--- config.mk ---
export PLATFORM = sky130hd
export DESIGN_NAME = adc_front_regs
export DESIGN_NICKNAME = d
export VERILOG_FILES = /design/src/rtl/adc_fe_pkg.sv /design/src/rtl/adc_fe_ctl.sv /design/src/rtl/adc_fe_seq.sv /design/src/rtl/adc_fe_data.sv /design/src/rtl/adc_front_regs.sv
export SDC_FILE = /design/constraint.sdc
export NUM_CORES = 1
export LEC_CHECK = 0
export BUFFER_PORTS_ARGS = -buffer_cell sky130_fd_sc_hd__buf_2
export CORE_AREA = 2 2 60 74
export DETAILED_ROUTE_END_ITERATION = 12
export DIE_AREA = 0 0 62 76
export PLACE_DENSITY_LB_ADDON = 0.05
export SKIP_CTS_REPAIR_TIMING = 1
export SYNTH_ARGS = -nofsm -noshare
export SYNTH_HDL_FRONTEND = slang
export SYNTH_SLANG_ARGS = --single-unit
--- constraint.sdc ---
create_clock -name clk -period 2 [get_ports clk]
set_input_delay 0.4 -clock clk [delete_from_list [all_inputs] [get_ports clk]]
set_output_delay 0.4 -clock clk [all_outputs]
set_load 0.01 [all_outputs]
--- src/rtl/adc_fe_pkg.sv ---
package adc_fe_pkg;

   localparam int BYTE_W = 8;
   localparam int CHAN_W = 4;

   // control byte bit positions (software decodes these)
   localparam int RDY_BIT  = 7;
   localparam int SPD_BIT  = 6;
   localparam int ENA_BIT  = 5;
   localparam int SLW_BIT  = 4;

   typedef enum logic [1:0] {
      SEL_CTL  = 2'd0,
      SEL_DHI  = 2'd1,
      SEL_DLO  = 2'd2,
      SEL_NONE = 2'd3
   } reg_sel_e;

   typedef struct packed {
      logic              speed;
      logic              ena;
      logic              slow;
      logic [CHAN_W-1:0] chan;
   } ctl_fields_t;

endpackage

--- src/rtl/adc_fe_ctl.sv ---
module adc_fe_ctl
   import adc_fe_pkg::*;
(
   input  logic              clk,
   input  logic              rst_n,
   input  logic              wr_en,
   input  logic [BYTE_W-1:0] wdata,
   output ctl_fields_t       ctl,
   output logic              chan_chg
);

   ctl_fields_t ctl_q;
   logic        unused_rdy_wr;

   // the ready bit is read-only: its written value goes nowhere
   assign unused_rdy_wr = wdata[RDY_BIT];

   assign chan_chg = wr_en & (wdata[CHAN_W-1:0] != ctl_q.chan);
   assign ctl      = ctl_q;

   always_ff @(posedge clk or negedge rst_n) begin
      if (!rst_n) begin
         ctl_q <= '0;
      end else if (wr_en) begin
         ctl_q.speed <= wdata[SPD_BIT];
         ctl_q.ena   <= wdata[ENA_BIT];
         ctl_q.slow  <= wdata[SLW_BIT];
         ctl_q.chan  <= wdata[CHAN_W-1:0];
      end
   end

   // a write takes effect on the following cycle, the ready bit excluded
   assert_ctl_write_R2: assert property (@(posedge clk) disable iff (!rst_n)
      wr_en |=> (ctl.chan == $past(wdata[CHAN_W-1:0]) && ctl.ena == $past(wdata[ENA_BIT])));

endmodule

--- src/rtl/adc_fe_seq.sv ---
module adc_fe_seq #(
   parameter int STAB_CYC = 16
) (
   input  logic clk,
   input  logic rst_n,
   input  logic ena,
   input  logic halt,
   input  logic chan_chg,
   input  logic conv_done,
   output logic conv_pwr,
   output logic conv_start,
   output logic accept,
   output logic restart
);

   localparam int SW = $clog2(STAB_CYC + 1);

   if (STAB_CYC < 1) begin : g_bad_stab
      $error("adc_fe_seq: STAB_CYC must be at least 1");
   end

   logic [SW-1:0] stab_q;
   logic          busy_q, start_q;
   logic          power, run_ok;

   assign power      = ena & ~halt;
   assign run_ok     = power & (stab_q == '0);
   assign restart    = chan_chg & run_ok;
   // a done that coincides with a (re)start belongs to the abandoned conversion
   assign accept     = conv_done & busy_q & power & ~start_q & ~restart;
   assign conv_pwr   = power;
   assign conv_start = start_q;

   always_ff @(posedge clk or negedge rst_n) begin
      if (!rst_n) begin
         stab_q <= '0;
      end else if (halt) begin
         stab_q <= SW'(STAB_CYC);
      end else if (stab_q != '0) begin
         stab_q <= stab_q - SW'(1);
      end
   end

   always_ff @(posedge clk or negedge rst_n) begin
      if (!rst_n) begin
         busy_q  <= 1'b0;
         start_q <= 1'b0;
      end else if (!run_ok) begin
         busy_q  <= 1'b0;
         start_q <= 1'b0;
      end else if (restart) begin
         busy_q  <= 1'b1;
         start_q <= 1'b1;
      end else if (accept) begin
         busy_q  <= 1'b0;
         start_q <= 1'b0;
      end else if (!busy_q) begin
         busy_q  <= 1'b1;
         start_q <= 1'b1;
      end else begin
         start_q <= 1'b0;
      end
   end

   // no start after a cycle without converter power
   assert_no_start_unpowered_R8: assert property (@(posedge clk) disable iff (!rst_n)
      !conv_pwr |=> !conv_start);

   // settling window blocks every start
   assert_stab_blocks_start_R9: assert property (@(posedge clk) disable iff (!rst_n)
      (stab_q != '0) |=> !conv_start);

   // a channel change while running always yields a start
   assert_restart_start_R5: assert property (@(posedge clk) disable iff (!rst_n)
      restart |=> conv_start);

endmodule

--- src/rtl/adc_fe_data.sv ---
module adc_fe_data #(
   parameter int RES_W   = 10,
   parameter bit PEND_EN = 1'b1
) (
   input  logic             clk,
   input  logic             rst_n,
   input  logic             accept,
   input  logic [RES_W-1:0] result,
   input  logic             rd_lo,
   input  logic             rd_hi,
   input  logic             ena,
   input  logic             restart,
   output logic [RES_W-1:0] data,
   output logic             rdy
);

   logic             lock_q, lock_d, rdy_q;
   logic [RES_W-1:0] data_q;
   logic             pend_v;
   logic [RES_W-1:0] pend_val;
   logic             load_new, load_pend;

   // freeze starts on a low-byte read, ends on a high-byte read or power-off
   assign lock_d    = ena & (rd_lo | (lock_q & ~rd_hi));
   assign load_new  = accept & ~lock_d;
   assign load_pend = ~load_new & pend_v & ~lock_d;

   if (PEND_EN) begin : g_pend
      logic             pv_q;
      logic [RES_W-1:0] pd_q;
      always_ff @(posedge clk or negedge rst_n) begin
         if (!rst_n) begin
            pv_q <= 1'b0;
            pd_q <= '0;
         end else if (accept & lock_d) begin
            pv_q <= 1'b1;
            pd_q <= result;
         end else if (!lock_d) begin
            pv_q <= 1'b0;
         end
      end
      assign pend_v   = pv_q;
      assign pend_val = pd_q;
   end else begin : g_drop
      assign pend_v   = 1'b0;
      assign pend_val = '0;
   end

   always_ff @(posedge clk or negedge rst_n) begin
      if (!rst_n) begin
         data_q <= '0;
         lock_q <= 1'b0;
         rdy_q  <= 1'b0;
      end else begin
         lock_q <= lock_d;
         if (load_new) begin
            data_q <= result;
         end else if (load_pend) begin
            data_q <= pend_val;
         end
         if (restart) begin
            rdy_q <= 1'b0;
         end else if (load_new | load_pend) begin
            rdy_q <= 1'b1;
         end else if (rd_hi) begin
            rdy_q <= 1'b0;
         end
      end
   end

   assign data = data_q;
   assign rdy  = rdy_q;

   // held freeze keeps both bytes still
   assert_freeze_holds_R6: assert property (@(posedge clk) disable iff (!rst_n)
      (lock_q && !rd_hi && ena) |=> $stable(data));

   // high-byte read with nothing new clears ready
   assert_hi_read_clears_R4: assert property (@(posedge clk) disable iff (!rst_n)
      (rd_hi && !accept && !pend_v && !restart) |=> !rdy);

   // restart clears ready
   assert_restart_clears_R5: assert property (@(posedge clk) disable iff (!rst_n)
      restart |=> !rdy);

   // release with a held result raises ready
   assert_pending_lands_R7: assert property (@(posedge clk) disable iff (!rst_n)
      (lock_q && rd_hi && pend_v && !restart) |=> rdy);

endmodule

--- src/rtl/adc_front_regs.sv ---
module adc_front_regs
   import adc_fe_pkg::*;
#(
   parameter int RES_W    = 10,
   parameter int STAB_CYC = 16,
   parameter bit PEND_EN  = 1'b1,
   parameter int ADDR_W   = 2
) (
   input  logic              clk,
   input  logic              rst_n,
   input  logic [ADDR_W-1:0] bus_addr,
   input  logic              bus_rd,
   input  logic              bus_wr,
   input  logic [7:0]        bus_wdata,
   output logic [7:0]        bus_rdata,
   input  logic              halt_mode,
   output logic              conv_pwr,
   output logic              conv_start,
   output logic [3:0]        conv_chan,
   output logic              conv_speed,
   output logic              conv_slow,
   input  logic              conv_done,
   input  logic [RES_W-1:0]  conv_result
);

   localparam int LO_W  = RES_W - BYTE_W;
   localparam int PAD_W = BYTE_W - LO_W;

   if (LO_W < 1 || LO_W > BYTE_W) begin : g_bad_res
      $error("adc_front_regs: RES_W must lie between 9 and 16");
   end
   if (ADDR_W < 2) begin : g_bad_addr
      $error("adc_front_regs: ADDR_W must be at least 2");
   end

   logic        page_ok;
   reg_sel_e    sel;
   ctl_fields_t ctl;
   logic        ctl_wr, rd_lo, rd_hi, chan_chg;
   logic        accept, restart, rdy;
   logic [RES_W-1:0] data;

   if (ADDR_W > 2) begin : g_page
      assign page_ok = ~|bus_addr[ADDR_W-1:2];
   end else begin : g_flat
      assign page_ok = 1'b1;
   end

   assign sel    = reg_sel_e'(bus_addr[1:0]);
   assign ctl_wr = bus_wr & page_ok & (sel == SEL_CTL);
   assign rd_lo  = bus_rd & page_ok & (sel == SEL_DLO);
   assign rd_hi  = bus_rd & page_ok & (sel == SEL_DHI);

   adc_fe_ctl u_ctl (
      .clk      (clk),
      .rst_n    (rst_n),
      .wr_en    (ctl_wr),
      .wdata    (bus_wdata),
      .ctl      (ctl),
      .chan_chg (chan_chg)
   );

   adc_fe_seq #(.STAB_CYC(STAB_CYC)) u_seq (
      .clk        (clk),
      .rst_n      (rst_n),
      .ena        (ctl.ena),
      .halt       (halt_mode),
      .chan_chg   (chan_chg),
      .conv_done  (conv_done),
      .conv_pwr   (conv_pwr),
      .conv_start (conv_start),
      .accept     (accept),
      .restart    (restart)
   );

   adc_fe_data #(.RES_W(RES_W), .PEND_EN(PEND_EN)) u_data (
      .clk     (clk),
      .rst_n   (rst_n),
      .accept  (accept),
      .result  (conv_result),
      .rd_lo   (rd_lo),
      .rd_hi   (rd_hi),
      .ena     (ctl.ena),
      .restart (restart),
      .data    (data),
      .rdy     (rdy)
   );

   assign conv_chan  = ctl.chan;
   assign conv_speed = ctl.speed;
   assign conv_slow  = ctl.slow;

   always_comb begin
      bus_rdata = '0;
      if (page_ok) begin
         unique case (sel)
            SEL_CTL:  bus_rdata = {rdy, ctl.speed, ctl.ena, ctl.slow, ctl.chan};
            SEL_DHI:  bus_rdata = data[RES_W-1 -: BYTE_W];
            SEL_DLO:  bus_rdata = {{PAD_W{1'b0}}, data[LO_W-1:0]};
            default:  bus_rdata = '0;
         endcase
      end
   end

   // power follows enable and halt at the ports
   assert_power_gating_R3: assert property (@(posedge clk) disable iff (!rst_n)
      conv_pwr == (ctl.ena && !halt_mode));

endmodule

==> flow_metrics.env <==
export IMPL_synth_area_mm2=0.00187
export IMPL_dp_cells=266
export IMPL_port_buffers=40
export IMPL_power_density_mw_per_mm2=1030
export IMPL_synth_compound_area_share_pct=15.8
export IMPL_antenna_found_initial=0
export IMPL_core_area_mm2=0.00407
export IMPL_status="finished clean"
export IMPL_crit_fanout=10
export IMPL_slew_headroom_pct=68.2
export IMPL_reg2reg_depth=7
export IMPL_seq_area_frac_synth_pct=49.5
export IMPL_area_growth_pct=23.1
export IMPL_vdd_drop_max_uv=579
export IMPL_clock_skew_ns=0.00380
export IMPL_leakage_nw=1.12
export IMPL_gp_congestion=0.725
export IMPL_met1_usage_pct=22.3
export IMPL_grt_pass1_vias=1536
export IMPL_min_period_ns=1.86
export IMPL_drive_above_1_share_pct=37.2
export IMPL_top_usage_layer="met2"
export IMPL_overflow=0
export IMPL_fin_ws_ns=0.136
export IMPL_drc=0
export IMPL_hold_viol_final=0
export IMPL_die_area_mm2=0.00471
export IMPL_num_antenna_cells=0
export IMPL_layout_nets=245
export IMPL_synthDistinctLibCells=31
export IMPL_placed_area_mm2=0.00217
export IMPL_detail_route_wl_per_cell_um=14.1
export IMPL_worstPathRequired_ns=2.17
export IMPL_grt_pass1_wl_mm=6.62
export IMPL_grt_use_met2_pct=31.5
export IMPL_die_w_um=62
export IMPL_synth_mux_area_share_pct=14.5
export IMPL_synth_nets=196
export IMPL_clockBufferDepth=2
export IMPL_maxCapViolations=0
export IMPL_crit_type="flop to flop"
export IMPL_clk_pin_slew_ns=0.07
export IMPL_syn_avg_cell_area_um2=11.1
export IMPL_finalNonFillerCells=274
export IMPL_critPathLaunchType="flop"
export IMPL_synth_xor_area_share_pct=3.28
export IMPL_dp_hpwl_mm=2.91
export IMPL_drt_iter0_markers=52
export IMPL_grt_start_max_net_pins=38
export IMPL_end_kind="flop"
export IMPL_synth_simple_gate_area_share_pct=10.5
export IMPL_antenna_left=0
export IMPL_post_place_ws_ns=0.0729
export IMPL_ioPinCount=42
export IMPL_cts_tree="built"
export IMPL_synth_seq_cells=37
export IMPL_fin_crit_sh_pct=93.2
export IMPL_clock_sink_count=37
export IMPL_setup_viol=0
export IMPL_postSynthCellCount=168
export IMPL_grtUsageTotal_pct=18.8
export IMPL_htreeDepth=2
export IMPL_clkLatencyLatePin_ns=0.29
export IMPL_cp_arrival_ns=2.04
export IMPL_cts_root_buf="clkbuf_8"
export IMPL_slew_viol_final=0
export IMPL_worst_pin_slew_ns=0.476
export IMPL_yosysWarnings=0
export IMPL_met3_usage_pct=5.09
export IMPL_drtPass1Iterations=4
export IMPL_hp_class="primary input to asynchronous set/reset pin"
export IMPL_route_vias_total=1416
export IMPL_finalInstanceArea_mm2=0.00230
export IMPL_via_per_inst=5.17
export IMPL_synthAdderAreaFrac_pct=1.34
export IMPL_rows=26
export IMPL_grt_setup_unrepaired="false"
export IMPL_post_route_util_pct=56.6
export IMPL_numCtsBuffers=5
export IMPL_synth_top_family_by_area="compound AO/OA/AOI/OAI gates"
export IMPL_wirelength_mm=3.86
export IMPL_start_util_pct=46.0
export IMPL_max_freq_ghz=0.536
export IMPL_dieHeight_um=76
export IMPL_tns_ns=0
## worst paths after layout
check                                                   end                        start  slack, ns
worst min register to register   u_seq.conv_start$_DFF_PN0_       u_seq.busy_q$_DFF_PN0_       0.46
worst max register to register   u_data.data[1]$_DFFE_PN0P_  u_seq.stab_q[1]$_DFFE_PN0P_       0.14
worst max-delay path             u_data.data[1]$_DFFE_PN0P_  u_seq.stab_q[1]$_DFFE_PN0P_       0.14
max in group asynchronous        u_data.data[0]$_DFFE_PN0P_                        rst_n       1.52
min in group clk                u_seq.stab_q[0]$_DFFE_PN0P_                    halt_mode       0.34
worst min-delay path            u_seq.stab_q[0]$_DFFE_PN0P_                        rst_n       0.15
## metrics by stage
step,hold slack [ns],power (mW)
detailed placement,0.459,1.64
floorplan,0.104,1.41
finish,0.149,2.37
global placement,0.453,1.61
global route,0.199,2.53
CTS,0.166,2.41
## cell families (layout without fill, tap and decap cells)
kind of cell    Yosys count  after routing
simple gates             36             36
fa+ha+maj                 2              2
buf+inv                  21             71
mux                      25             25
compound gates           40             40
flops                    37             37
xor+xnor                  7              7
## power breakdown
part	total (mW)	leakage, nW	switching (mW)	internal (mW)
Clock	0.761	0.0681	0.265	0.495
Sequential	1.03	0.490	0.127	0.903
Combinational	0.583	0.561	0.266	0.317
## flip-flops by register name (all words and copies together), names as in the netlist
register            count
u_data.data            10
u_data.g_pend.pd_q     10
u_ctl.ctl               7
u_seq.stab_q            5
u_data.g_pend.pv_q      1
u_data.lock_q           1
u_data.rdy              1
u_seq.busy_q            1
u_seq.conv_start        1
## Yosys cell counts
cell type / instances / area, um^2
dfrtp_1: 37 / 926
mux2_2: 17 / 191
inv_1: 13 / 48.8
nor2_1: 13 / 48.8
a31oi_1: 10 / 62.6
o21a_1: 10 / 75.1
o22a_1: 10 / 87.6
mux2i_1: 8 / 80.1
nand2_1: 7 / 26.3
xnor2_1: 7 / 61.3
buf_2: 4 / 20.0
nor3_1: 4 / 20.0
o21ai_0: 4 / 20.0
nor2b_1: 3 / 18.8
and3_1: 2 / 12.5
clkbuf_1: 2 / 7.51
ha_1: 2 / 25.0
o211a_1: 2 / 20.0
a211o_1: 1 / 8.76
a21boi_0: 1 / 7.51
a21oi_1: 1 / 5.00
a21oi_2: 1 / 8.76
buf_4: 1 / 7.51
buf_6: 1 / 11.3
nand2_2: 1 / 6.26
nand2b_1: 1 / 6.26
nand4_1: 1 / 6.26
nand4b_1: 1 / 8.76
nor2_2: 1 / 6.26
nor3b_2: 1 / 12.5
nor4b_4: 1 / 23.8
## cells in the final DEF (no fill, tap or decap), drive strengths merged
master / instances
a211o: 1
a21boi: 1
a21oi: 2
a31oi: 10
and3: 2
buf: 50
bufinv: 2
clkbuf: 5
clkinv: 1
dfrtp: 37
ha: 2
inv: 13
mux2: 17
mux2i: 8
nand2: 8
nand2b: 1
nand4: 1
nand4b: 1
nor2: 14
nor2b: 3
nor3: 4
nor3b: 1
nor4b: 1
o211a: 2
o21a: 10
o21ai: 4
o22a: 10
xnor2: 7
## critical path: stages (launching register included)
cell and delay, ns:
dfrtp_1 0.40, inv_1 0.08, ha_1 0.17, nor4b_4 0.20, and3_1 0.23, nand2_1 0.10, o211a_2 0.34, o22a_1 0.23
## per-layer routing
metal / share of wire [%] / vias up
met3: 4.6 / 5
met2: 52 / 28
li1: - / 689
met1: 42 / 694
met5: 0 / -
met4: 1.4 / 0
## cell type report
type,instances,area [um^2]
fill,360,1760
timing repair buffer,50,275
clock inverter,3,65.1
clock buffer,5,68.8
inverter,13,48.8
tap,56,70.1
sequential,37,926
multi-input combinational,110,850
Note: power is estimated with default switching activity, not from simulation.
